[src/rtl/ufg_pkg.sv]
package ufg_pkg;
  typedef enum logic [1:0] {
    ST_IDLE,
    ST_CLR,
    ST_SUM,
    ST_SEND
  } ufg_state_e;

  localparam int HDR_WORDS  = 11;
  localparam int CSUM_WORDS = 5;
  localparam int FLG_SOF    = 0;
  localparam int FLG_EOF    = 1;
endpackage

[src/rtl/ufg_csum.sv]
module ufg_csum #(
  parameter int NWORDS = 5
) (
  input  logic        clk,
  input  logic        rst,
  input  logic        clr,
  input  logic        add,
  input  logic [31:0] word,
  output logic [15:0] csum
);
  localparam int ACC_W = 16 + $clog2(2 * NWORDS);

  logic [ACC_W-1:0] acc;
  logic [16:0]      fold1;
  logic [16:0]      fold2;

  always_ff @(posedge clk) begin
    if (rst || clr) begin
      acc <= '0;
    end else if (add) begin
      acc <= acc + ACC_W'(word[31:16]) + ACC_W'(word[15:0]);
    end
  end

  always_comb begin
    fold1 = {1'b0, acc[15:0]} + 17'(acc[ACC_W-1:16]);
    fold2 = {1'b0, fold1[15:0]} + 17'(fold1[16]);
    csum  = ~fold2[15:0];
  end

  // a cleared accumulator presents the inverse of zero
  p_clear_zero_r2: assert property (@(posedge clk) disable iff (rst)
    (clr && !add) |=> (csum == 16'hFFFF));
endmodule

[src/rtl/ufg_word_sel.sv]
module ufg_word_sel #(
  parameter logic [47:0] DST_MAC  = 48'h0211_2233_4455,
  parameter logic [47:0] SRC_MAC  = 48'h02AA_BBCC_DDEE,
  parameter logic [31:0] SRC_IP   = 32'hC0A8_0308,
  parameter logic [31:0] DST_IP   = 32'hC0A8_0304,
  parameter logic [15:0] SRC_PORT = 16'd12345,
  parameter logic [15:0] DST_PORT = 16'd23456,
  parameter int          SIZE_W   = 10,
  parameter int          WIDX_W   = SIZE_W + 1
) (
  input  logic [WIDX_W-1:0] idx,
  input  logic [SIZE_W-1:0] nhalf,
  input  logic [15:0]       tot_len,
  input  logic [15:0]       udp_len,
  input  logic [15:0]       ident,
  input  logic [15:0]       csum,
  output logic [31:0]       data,
  output logic [3:0]        flags
);
  logic [WIDX_W-1:0] last_idx;
  logic [WIDX_W:0]   hw_pos;
  logic [15:0]       hi_val;
  logic [15:0]       lo_val;
  logic              eof;

  always_comb begin
    last_idx = WIDX_W'(10) + WIDX_W'(nhalf >> 1);
    hw_pos   = {idx - WIDX_W'(11), 1'b0} + (WIDX_W+1)'(2);
    hi_val   = 16'(hw_pos);
    lo_val   = ((WIDX_W+1)'(nhalf) > hw_pos) ? 16'(hw_pos + 1'b1) : 16'h0000;
    case (idx)
      WIDX_W'(0):  data = DST_MAC[47:16];
      WIDX_W'(1):  data = {DST_MAC[15:0], SRC_MAC[47:32]};
      WIDX_W'(2):  data = SRC_MAC[31:0];
      WIDX_W'(3):  data = 32'h0800_4500;
      WIDX_W'(4):  data = {tot_len, ident};
      WIDX_W'(5):  data = 32'h0000_4011;
      WIDX_W'(6):  data = {csum, SRC_IP[31:16]};
      WIDX_W'(7):  data = {SRC_IP[15:0], DST_IP[31:16]};
      WIDX_W'(8):  data = {DST_IP[15:0], SRC_PORT};
      WIDX_W'(9):  data = {DST_PORT, udp_len};
      WIDX_W'(10): data = {16'h0000, 16'h0001};
      default:     data = {hi_val, lo_val};
    endcase
    eof   = (idx == last_idx);
    flags = {(eof && !nhalf[0]) ? 2'b10 : 2'b00, eof, idx == '0};
  end
endmodule

[src/rtl/udp_frame_gen.sv]
module udp_frame_gen
  import ufg_pkg::*;
#(
  parameter logic [47:0] DST_MAC  = 48'h0211_2233_4455,
  parameter logic [47:0] SRC_MAC  = 48'h02AA_BBCC_DDEE,
  parameter logic [31:0] SRC_IP   = 32'hC0A8_0308,
  parameter logic [31:0] DST_IP   = 32'hC0A8_0304,
  parameter logic [15:0] SRC_PORT = 16'd12345,
  parameter logic [15:0] DST_PORT = 16'd23456,
  parameter int          SIZE_W   = 10
) (
  input  logic              clk,
  input  logic              rst,
  input  logic              start,
  input  logic [SIZE_W-1:0] pkt_size,
  output logic              busy,
  output logic [31:0]       out_data,
  output logic              out_valid,
  input  logic              out_ready,
  output logic [3:0]        out_flags
);
  localparam int WIDX_W = SIZE_W + 1;
  localparam int STEP_W = $clog2(CSUM_WORDS + 1);

  ufg_state_e        state;
  logic [STEP_W-1:0] step;
  logic [SIZE_W-1:0] nhalf_q;
  logic [15:0]       ident_q;
  logic [15:0]       tot_len;
  logic [15:0]       udp_len;
  logic [15:0]       csum;
  logic [WIDX_W-1:0] widx;
  logic [WIDX_W-1:0] sel_idx;
  logic [31:0]       sel_data;
  logic [3:0]        sel_flags;
  logic [31:0]       sum_word;
  logic              accept;

  assign busy    = (state != ST_IDLE);
  assign accept  = out_valid && out_ready;
  assign tot_len = 16'd28 + 16'({nhalf_q, 1'b0});
  assign udp_len = 16'd8 + 16'({nhalf_q, 1'b0});
  assign sel_idx = (state == ST_SEND) ? widx + 1'b1 : '0;

  always_comb begin
    case (step)
      STEP_W'(0): sum_word = {16'h4500, tot_len};
      STEP_W'(1): sum_word = {ident_q, 16'h0000};
      STEP_W'(2): sum_word = {16'h4011, 16'h0000};
      STEP_W'(3): sum_word = SRC_IP;
      STEP_W'(4): sum_word = DST_IP;
      default:    sum_word = '0;
    endcase
  end

  ufg_csum #(.NWORDS(CSUM_WORDS)) i_csum (
    .clk  (clk),
    .rst  (rst),
    .clr  (state == ST_CLR),
    .add  (state == ST_SUM),
    .word (sum_word),
    .csum (csum)
  );

  ufg_word_sel #(
    .DST_MAC (DST_MAC),
    .SRC_MAC (SRC_MAC),
    .SRC_IP  (SRC_IP),
    .DST_IP  (DST_IP),
    .SRC_PORT(SRC_PORT),
    .DST_PORT(DST_PORT),
    .SIZE_W  (SIZE_W),
    .WIDX_W  (WIDX_W)
  ) i_word_sel (
    .idx    (sel_idx),
    .nhalf  (nhalf_q),
    .tot_len(tot_len),
    .udp_len(udp_len),
    .ident  (ident_q),
    .csum   (csum),
    .data   (sel_data),
    .flags  (sel_flags)
  );

  always_ff @(posedge clk) begin
    if (rst) begin
      state     <= ST_IDLE;
      step      <= '0;
      nhalf_q   <= SIZE_W'(1);
      ident_q   <= '0;
      widx      <= '0;
      out_data  <= '0;
      out_flags <= '0;
      out_valid <= 1'b0;
    end else begin
      case (state)
        ST_IDLE: begin
          if (start) begin
            nhalf_q <= (pkt_size == '0) ? SIZE_W'(1) : pkt_size;
            state   <= ST_CLR;
          end
        end
        ST_CLR: begin
          step  <= '0;
          state <= ST_SUM;
        end
        ST_SUM: begin
          step <= step + 1'b1;
          if (step == STEP_W'(CSUM_WORDS - 1)) begin
            state     <= ST_SEND;
            widx      <= '0;
            out_data  <= sel_data;
            out_flags <= sel_flags;
            out_valid <= 1'b1;
          end
        end
        ST_SEND: begin
          if (accept) begin
            if (out_flags[FLG_EOF]) begin
              out_valid <= 1'b0;
              out_flags <= '0;
              ident_q   <= ident_q + 1'b1;
              state     <= ST_IDLE;
            end else begin
              widx      <= widx + 1'b1;
              out_data  <= sel_data;
              out_flags <= sel_flags;
            end
          end
        end
        default: state <= ST_IDLE;
      endcase
    end
  end

  // a stalled word stays put
  p_hold_stall_r7: assert property (@(posedge clk) disable iff (rst)
    (out_valid && !out_ready) |=> (out_valid && $stable(out_data) && $stable(out_flags)));

  // flags only travel with a valid word
  p_flags_valid_r6: assert property (@(posedge clk) disable iff (rst)
    (out_flags != 4'b0000) |-> out_valid);

  // a word is never shown while idle, and the end word returns to idle
  p_valid_busy_r9: assert property (@(posedge clk) disable iff (rst)
    out_valid |-> busy);
  p_eof_done_r9: assert property (@(posedge clk) disable iff (rst)
    (accept && out_flags[FLG_EOF]) |=> (!out_valid && !busy));

  // a busy block keeps its latched size
  p_size_locked_r9: assert property (@(posedge clk) disable iff (rst)
    (busy && $past(busy)) |-> $stable(nhalf_q));

  // nothing reaches the MAC before the checksum is complete
  p_no_early_word_r11: assert property (@(posedge clk) disable iff (rst)
    (state == ST_CLR || state == ST_SUM) |-> !out_valid);
endmodule

[config.mk]
export PLATFORM = sky130hd
export DESIGN_NAME = udp_frame_gen
export DESIGN_NICKNAME = d
export VERILOG_FILES = /design/src/rtl/ufg_pkg.sv /design/src/rtl/ufg_csum.sv /design/src/rtl/ufg_word_sel.sv /design/src/rtl/udp_frame_gen.sv
export SDC_FILE = /design/constraint.sdc
export NUM_CORES = 1
export LEC_CHECK = 0
export ABC_AREA = 1
export BUFFER_PORTS_ARGS = -buffer_cell sky130_fd_sc_hd__buf_2
export CAP_MARGIN = 5
export CORE_ASPECT_RATIO = 1.75
export CORE_MARGIN = 1
export CORE_UTILIZATION = 60
export CTS_BUF_LIST = sky130_fd_sc_hd__clkbuf_16
export CTS_CLUSTER_SIZE = 10
export DETAILED_ROUTE_END_ITERATION = 6
export PLACE_DENSITY = 0.89
export SYNTH_ARGS = -nofsm -noshare
export SYNTH_HDL_FRONTEND = slang
export SYNTH_HIERARCHICAL = 1
export SYNTH_SLANG_ARGS = --single-unit
[constraint.sdc]
create_clock -name clk -period 5 [get_ports clk]
set_input_delay 0 -clock clk [delete_from_list [all_inputs] [get_ports clk]]
set_output_delay 0 -clock clk [all_outputs]
set_load 0.01 [all_outputs]
==> results.sh, run 1 <==
export IMPL_hp_start="pkt_size[1]"
export IMPL_grt_antenna_before_repair=0
export IMPL_finalSetupViolCount=0
export IMPL_endpoint_kind="register"
export IMPL_avgRoutedWirePerCell_microns=18.9
export IMPL_min_path_cells=3
export IMPL_grt_overflow=0
export IMPL_path_class="reg2reg"
export IMPL_rows=59
export IMPL_hpwl_microns=25500
export IMPL_h_tree_depth=3
export IMPL_num_fill_cells=1447
export IMPL_whs_endpoint="nhalf_q[1]$_SDFFE_PP0P_"
export IMPL_syn_area_sq_mm=0.00922
export IMPL_io_buffer_count=51
export IMPL_vias_per_cell=5.91
export IMPL_max_freq_mhz=223
export IMPL_die_x_microns=95.7
export IMPL_first_pass_iters=7
export IMPL_cp_max_fo=13
export IMPL_fin_skew_ns=0.0188
export IMPL_synth_top_area_cell="dfxtp_1"
export IMPL_start_util_pct=61.8
export IMPL_worstMarginPinSlew_ns=0.964
export IMPL_outcome="finished with violations"
export IMPL_reg2reg_slack_ns=0.51
export IMPL_ff2ff_path_depth=24
export IMPL_r2r_start="state[0]$_SDFFE_PP0P_"
export IMPL_async_flop_share_pct=0
export IMPL_rsz0062_at_grt="false"
export IMPL_grt_pass1_vias=9871
export IMPL_die_y_microns=166
export IMPL_final_net_count=1610
export IMPL_max_slew_margin_pct=35.6
export IMPL_setup_slack_ns=0.510
export IMPL_place_congestion=1.02
export IMPL_grt_util_all_layers_pct=42.1
export IMPL_ioPinCount=52
export IMPL_dpl_worst_slack_ns=0.351
export IMPL_finalHoldViolations=0
export IMPL_synth_edf_count=0
export IMPL_drv_slew=0
export IMPL_drive_above_1_share_pct=10.6
export IMPL_p_per_area_mw_per_mm2=402
export IMPL_setup_tns_final_ns=0
export IMPL_synthTopCellsByArea="dfxtp_1 (22%), nand2_1 (14%), nor2_1 (8.6%)"
export IMPL_clockBufferDepth=2
export IMPL_cp_startpoint="state[0]$_SDFFE_PP0P_"
export IMPL_finalCritPeriodShare_pct=89.8
export IMPL_cts_root_buffer="clkbuf_16"
export IMPL_core_sq_mm=0.0149
export IMPL_critPathArrivalTime_ns=4.74
export IMPL_drt_iter0_drc=704
export IMPL_placed_area_sq_mm=0.00962
export IMPL_drc=6
export IMPL_syn_to_final_growth_pct=8.59
export IMPL_syn_avg_cell_area_sq_um=6.26
export IMPL_ys_seq_area_share_pct=21.5
export IMPL_antenna_cells=0
export IMPL_ant_nets=0
export IMPL_grt_max_degree=58
export IMPL_num_vias=10137
export IMPL_leakage_nw=5.05
export IMPL_fin_crit_ns=4.49
export IMPL_fin_area_sq_mm=0.0100
export IMPL_wl_microns=32400
export IMPL_clkSlewWorstSetupHoldPaths_ns=0.08
export IMPL_numCtsBuffers=9
export IMPL_hold_class="in2reg"
export IMPL_maxCapViolCount=0
export IMPL_synthCells=1472
export IMPL_vdd_drop_max_v=0.000324
export IMPL_crit_reg2reg_capture="out_data[1]$_SDFFE_PP0P_"
export IMPL_ys_ff_latch=99
export IMPL_yosysUniqueCellTypes=54
export IMPL_synth_top_cell_area_share_pct=21.5
export IMPL_cts_tree="yes"
export IMPL_synth_ff_type="dfxtp_1"
export IMPL_grt_pass1_wl_microns=50300
export IMPL_cts_sinks=99
export IMPL_violations="DRC"
export IMPL_cp_required_ns=5.25
export IMPL_critPathLaunchType="register"
export IMPL_yosys_warnings=6
export IMPL_clkLatencyLatePin_ns=0.37
export IMPL_dieArea_sq_mm=0.0159
[cell type report]
type,count,area [sq um],share of cell area [%]
clock buffer,9,225,2.25
clock inverter,7,88.8,0.888
inverter,204,774,7.74
multi-input combinational,1141,6280,62.7
sequential,99,1980,19.8
tap,183,229,2.29
timing repair buffer,72,433,4.32
[synth_stat cells (5+ instances only)]
master / n
xor2_1: 33
dfxtp_1: 99
nand2_4: 6
inv_2: 8
o21ai_0: 98
a21o_1: 5
nor2_1: 212
buf_2: 11
o21ai_1: 6
nor2_4: 10
inv_1: 192
nor3_1: 16
nand2_2: 24
xnor2_1: 6
nand2_1: 338
clkbuf_1: 16
fa_1: 18
ha_1: 51
nand4_1: 34
nand3_2: 6
a21oi_1: 72
nand3_1: 121
a221o_1: 5
nor2_2: 10
a221oi_1: 11
buf_4: 9
a211oi_1: 6
[repair_timing]
action                                 CTS  global route
setup endpoints to repair                0             5
endpoints found under the hold margin    8             0
buffers inserted                         0             0
resized for setup                        0             1
hold buffers                             8             0
[layer usage]
metal  global-route usage (%)  vias to the layer above  part of all wire (%)
li1                         -                     4858                     -
met1                     36.7                     4618                    32
met2                     73.0                      440                    50
met3                     11.6                      221                   6.1
met4                     40.9                        0                    12
met5                        0                        -                     0
[kinds of logic (layout without fill, tap and decap cells)]
logic type               count (synthesis)  count (layout)  share of synthesized area (%)
AND/OR/NAND/NOR                        800             800                           39.6
buffers and inverters                  246             292                           11.0
AO/OA/AOI/OAI                          217             217                           13.3
flip-flops                              99              99                           21.5
adder cells (fa/ha/maj)                 69              69                           10.8
XOR/XNOR                                39              39                           3.71
other                                    2              16                         0.0815
[through the flow]
step	hold WS, ns	std cells	util [%]	total power [mW]
floorplan	0.0785	1486	-	2.57
global placement	0.255	1691	64.5	3.15
detailed placement	0.265	1691	64.5	3.20
CTS	0.000566	1715	67.1	3.96
global route	0.0482	1715	67.1	4.30
finish	0.0135	1715	67.1	4.02
[power by group]
group	total, mW	leakage, nW	switching [mW]	internal [mW]
combinational	2.14	4.09	1.44	0.704
sequential	1.13	0.804	0.191	0.936
clock	0.753	0.153	0.388	0.365
[worst max-delay path: stages, from the launching register on]
cell,delay (ns)
dfxtp_1,0.39
ha_1,0.18
buf_4,0.20
nand2_1,0.07
inv_1,0.26
ha_1,0.52
inv_1,0.14
nand2_4,0.11
nand2_2,0.07
nand2_1,0.09
nand2_1,0.05
nand2_1,0.12
nand2_1,0.12
o21ai_1,0.39
ha_1,0.33
nand2_1,0.09
nor2_1,0.07
nand2_1,0.07
a31oi_1,0.06
o21ai_0,0.48
nor2_8,0.11
nand3_1,0.09
nand2_1,0.04
o21ai_0,0.23
nor2_1,0.06
[worst max-delay path by stage]
| stage | end | slack (ns) | depth (start not counted) |
|---|---|---|---|
| 6_report | out_data[1]$_SDFFE_PP0P_ | 0.51 | 24 |
| 5_1_grt | out_data[4]$_SDFFE_PP0P_ | 0.13 | 24 |
| 4_1_cts | out_data[1]$_SDFFE_PP0P_ | 0.32 | 24 |
| 3_5_place_dp | out_data[1]$_SDFFE_PP0P_ | 0.35 | 24 |
| 3_3_place_gp | out_data[2]$_SDFFE_PP0P_ | 0.44 | 24 |
| 2_1_floorplan | out_data[0]$_SDFFE_PP0P_ | 1.39 | 23 |
[cell usage in the layout, fill, tap and decap left out, drive strengths merged, types with 2 or more instances in the layout]
cell type / synthesis / routed
xor2: 33 / 33
nand2: 368 / 368
clkbuf: 17 / 9
nand3b: 3 / 3
xnor2: 6 / 6
fa: 18 / 18
nor3: 20 / 20
o211ai: 2 / 2
nor4: 3 / 3
a221o: 5 / 5
o22ai: 2 / 2
a211oi: 6 / 6
conb: 2 / 16
dfxtp: 99 / 99
o21a: 2 / 2
nor2: 236 / 236
a31oi: 2 / 2
nand4: 34 / 34
nand3: 128 / 128
a21o: 5 / 5
or2: 4 / 4
nor3b: 2 / 2
inv: 202 / 207
o21ai: 106 / 106
a221oi: 11 / 11
dlygate4sd3: 0 / 8
clkinv: 2 / 4
buf: 25 / 64
a21oi: 73 / 73
ha: 51 / 51
[flip-flops by register name, summed over array words and instances (netlist names)]
register	count
out_data	32
i_csum/acc	20
ident_q	16
widx	11
nhalf_q	10
out_flags	4
step	3
state	2
out_valid	1
No activity file was read; power rests on OpenSTA's default activity.
==> inputs of run 2 (changes only) <==
==> constraint.sdc (replaced) <==
create_clock -name clk -period 5 [get_ports clk]
set_input_delay 0.5 -clock clk [delete_from_list [all_inputs] [get_ports clk]]
set_output_delay 0.5 -clock clk [all_outputs]
set_load 0.01 [all_outputs]
==> run 2 against run 1 <==
  * The run now ends clean
  * Clock power increased by 0.5%
  * Combinational power about the same
  * Sequential share of layout area increased by 0.16 points
  * Fmax decreased by 0.47%
  * Sequential power about the same
  * Clock skew about the same
  * Critical path type unchanged
  * Critical endpoint is now out_data[4]$_SDFFE_PP0P_
  * Largest cell class unchanged
==> results.sh, run 2 (synthesis results as in run 1) <==
export IMPL_endpoint_kind="register"
export IMPL_reg2reg_slack_ns=0.49
export IMPL_grt_util_all_layers_pct=41.8
export IMPL_avgRoutedWirePerCell_microns=18.9
export IMPL_cp_required_ns=5.25
export IMPL_setup_tns_final_ns=0
export IMPL_numCtsBuffers=9
export IMPL_maxCapViolCount=0
export IMPL_placed_area_sq_mm=0.00962
export IMPL_grt_antenna_before_repair=0
export IMPL_core_sq_mm=0.0149
export IMPL_clkSlewWorstSetupHoldPaths_ns=0.09
export IMPL_ff2ff_path_depth=24
export IMPL_wl_microns=32300
export IMPL_hp_start="pkt_size[7]"
export IMPL_final_net_count=1602
export IMPL_cts_tree="yes"
export IMPL_regMostFlops="out_data"
export IMPL_layout_cells_non_filler=1707
export IMPL_postCtsResizedCells=0
export IMPL_outcome="completed"
export IMPL_combPwrFrac_pct=53.1
export IMPL_dp_cells=1691
export IMPL_ant_nets=0
export IMPL_min_path_cells=3
export IMPL_rows=59
export IMPL_num_vias=10155
export IMPL_p_clk_share_pct=18.8
export IMPL_io_buffer_count=51
export IMPL_worstMarginPinSlew_ns=1.00
export IMPL_p_per_area_mw_per_mm2=405
export IMPL_cts_setup_buffers=0
export IMPL_grt_overflow=0
export IMPL_num_fill_cells=1457
export IMPL_vias_per_cell=5.95
export IMPL_cts_hold_buf=0
export IMPL_leakage_nw=5.02
export IMPL_mostFrequentLayoutCell="nand2_1"
export IMPL_die_x_microns=95.7
export IMPL_worst_path_buf_inv=3
export IMPL_max_slew_margin_pct=33.2
export IMPL_grt_pass1_vias=9828
export IMPL_hpwl_microns=25500
export IMPL_critPathMostFrequentCell="nand2_1"
export IMPL_cts_sinks=99
export IMPL_path_class="reg2reg"
export IMPL_syn_to_final_growth_pct=7.72
export IMPL_cpPeakStageDelay_ns=0.52
export IMPL_dieArea_sq_mm=0.0159
export IMPL_p_int_mw=2.00
export IMPL_first_pass_iters=7
export IMPL_critPathLaunchType="register"
export IMPL_switching_share_pct=50.3
export IMPL_grt_max_degree=58
export IMPL_finalHoldViolations=0
export IMPL_h_tree_depth=3
export IMPL_hold_class="in2reg"
export IMPL_cts_root_buffer="clkbuf_16"
export IMPL_drv_slew=0
export IMPL_fin_skew_ns=0.0187
export IMPL_vdd_drop_max_v=0.000326
export IMPL_whs_endpoint="nhalf_q[7]$_SDFFE_PP0P_"
export IMPL_clkLatencyLatePin_ns=0.37
export IMPL_cp_max_fo=13
export IMPL_rsz0062_at_grt="false"
export IMPL_antenna_cells=0
export IMPL_drt_iter0_drc=746
export IMPL_start_util_pct=61.8
export IMPL_largest_reg_flops=32
export IMPL_fin_crit_ns=4.51
export IMPL_critPathArrivalTime_ns=4.76
export IMPL_fin_area_sq_mm=0.00993
export IMPL_finalCritPeriodShare_pct=90.2
export IMPL_clockBufferDepth=2
export IMPL_final_cell_mix="nand2_1 (338), nor2_1 (212), inv_1 (192), nand3_1 (121), dfxtp_1 (99)"
export IMPL_critPathTopFamily="simple AND/OR/NAND/NOR gates"
export IMPL_dpl_worst_slack_ns=0.351
export IMPL_reg_largest_list="out_data x32, i_csum/acc x20, ident_q x16"
export IMPL_path_cells="ha_1 > buf_4 > nand2_1 > inv_1 > ha_1 > inv_1 > nand2_4 > nand2_2 > nand2_1 > nand2_1 > nand2_1 > nand2_1 > o21ai_1 > ha_1 > nand2_1 > nor2_1 > nand2_1 > a31oi_1 > o21ai_0 > nor2_8 > nand3_1 > nand2_1 > o21ai_0 > nor2_1"
export IMPL_drive_above_1_share_pct=10.7
export IMPL_p_seq_share_pct=28.1
export IMPL_crit_reg2reg_capture="out_data[4]$_SDFFE_PP0P_"
export IMPL_place_congestion=1.02
export IMPL_setup_slack_ns=0.489
export IMPL_grt_pass1_wl_microns=50100
export IMPL_max_freq_mhz=222
export IMPL_die_y_microns=166
export IMPL_p_switching_mw=2.02
export IMPL_ioPinCount=52
export IMPL_crit_slowest_cell="ha_1"
export IMPL_drc=0
export IMPL_finalSetupViolCount=0
export IMPL_r2r_start="state[0]$_SDFFE_PP0P_"
run 2: power groups by stage:
stage                     Clock (mW)  Combinational (mW)  Sequential (mW)
final                          0.757                2.14             1.13
after global placement             0                2.02             1.13
after floorplan                    0                1.47             1.10
after CTS                      0.760                2.08             1.12
after global routing           0.788                2.37             1.14
after detailed placement           0                2.06             1.14
run 2: worst register-to-register path, stage by stage, from the launching register on:
cell and delay (ns):
dfxtp_1 0.39, ha_1 0.18, buf_4 0.20, nand2_1 0.08, inv_1 0.27, ha_1 0.52, inv_1 0.14, nand2_4 0.11
nand2_2 0.07, nand2_1 0.09, nand2_1 0.05, nand2_1 0.13, nand2_1 0.13, o21ai_1 0.39, ha_1 0.33, nand2_1 0.09
nor2_1 0.07, nand2_1 0.07, a31oi_1 0.06, o21ai_0 0.48, nor2_8 0.11, nand3_1 0.09, nand2_1 0.06, o21ai_0 0.22
nor2_1 0.06
run 2: metrics by stage:
stage | hold WS, ns | total power [mW] | util [%]
2_1_floorplan | 0.438 | 2.57 | -
3_3_place_gp | 0.448 | 3.15 | 64.5
3_5_place_dp | 0.461 | 3.20 | 64.5
4_1_cts | 0.392 | 3.95 | 66.6
5_1_grt | 0.425 | 4.29 | 66.6
6_report | 0.392 | 4.02 | 66.6
run 2: layout make-up:
type	count	area (sq um)	share of cell area [%]
sequential	99	1980	20.0
clock buffer	9	225	2.27
tap	183	229	2.31
inverter	204	774	7.80
clock inverter	7	88.8	0.895
multi-input combinational	1141	6280	63.2
timing repair buffer	64	353	3.55
run 2: layer usage:
layer  share of wire [%]  routed length (microns)  track usage (%)  vias up
met5                   0                        0                0        -
met1                  31                     9970             36.3     4602
li1                    -                        -                -     4840
met2                  50                    16200             73.0      475
met3                 6.8                     2190             11.4      238
met4                  12                     3930             40.8        0
run 2: worst max path at each step:
stage / cells past startpoint / slack, ns / startpoint / endpoint
after floorplan: 23 / 1.39 / state[0]$_SDFFE_PP0P_ / out_data[0]$_SDFFE_PP0P_
after global placement: 24 / 0.44 / state[0]$_SDFFE_PP0P_ / out_data[2]$_SDFFE_PP0P_
after detailed placement: 24 / 0.35 / state[0]$_SDFFE_PP0P_ / out_data[1]$_SDFFE_PP0P_
after CTS: 24 / 0.32 / state[1]$_SDFFE_PP0P_ / out_data[1]$_SDFFE_PP0P_
after global routing: 24 / 0.13 / state[1]$_SDFFE_PP0P_ / out_data[4]$_SDFFE_PP0P_
final: 24 / 0.49 / state[0]$_SDFFE_PP0P_ / out_data[4]$_SDFFE_PP0P_
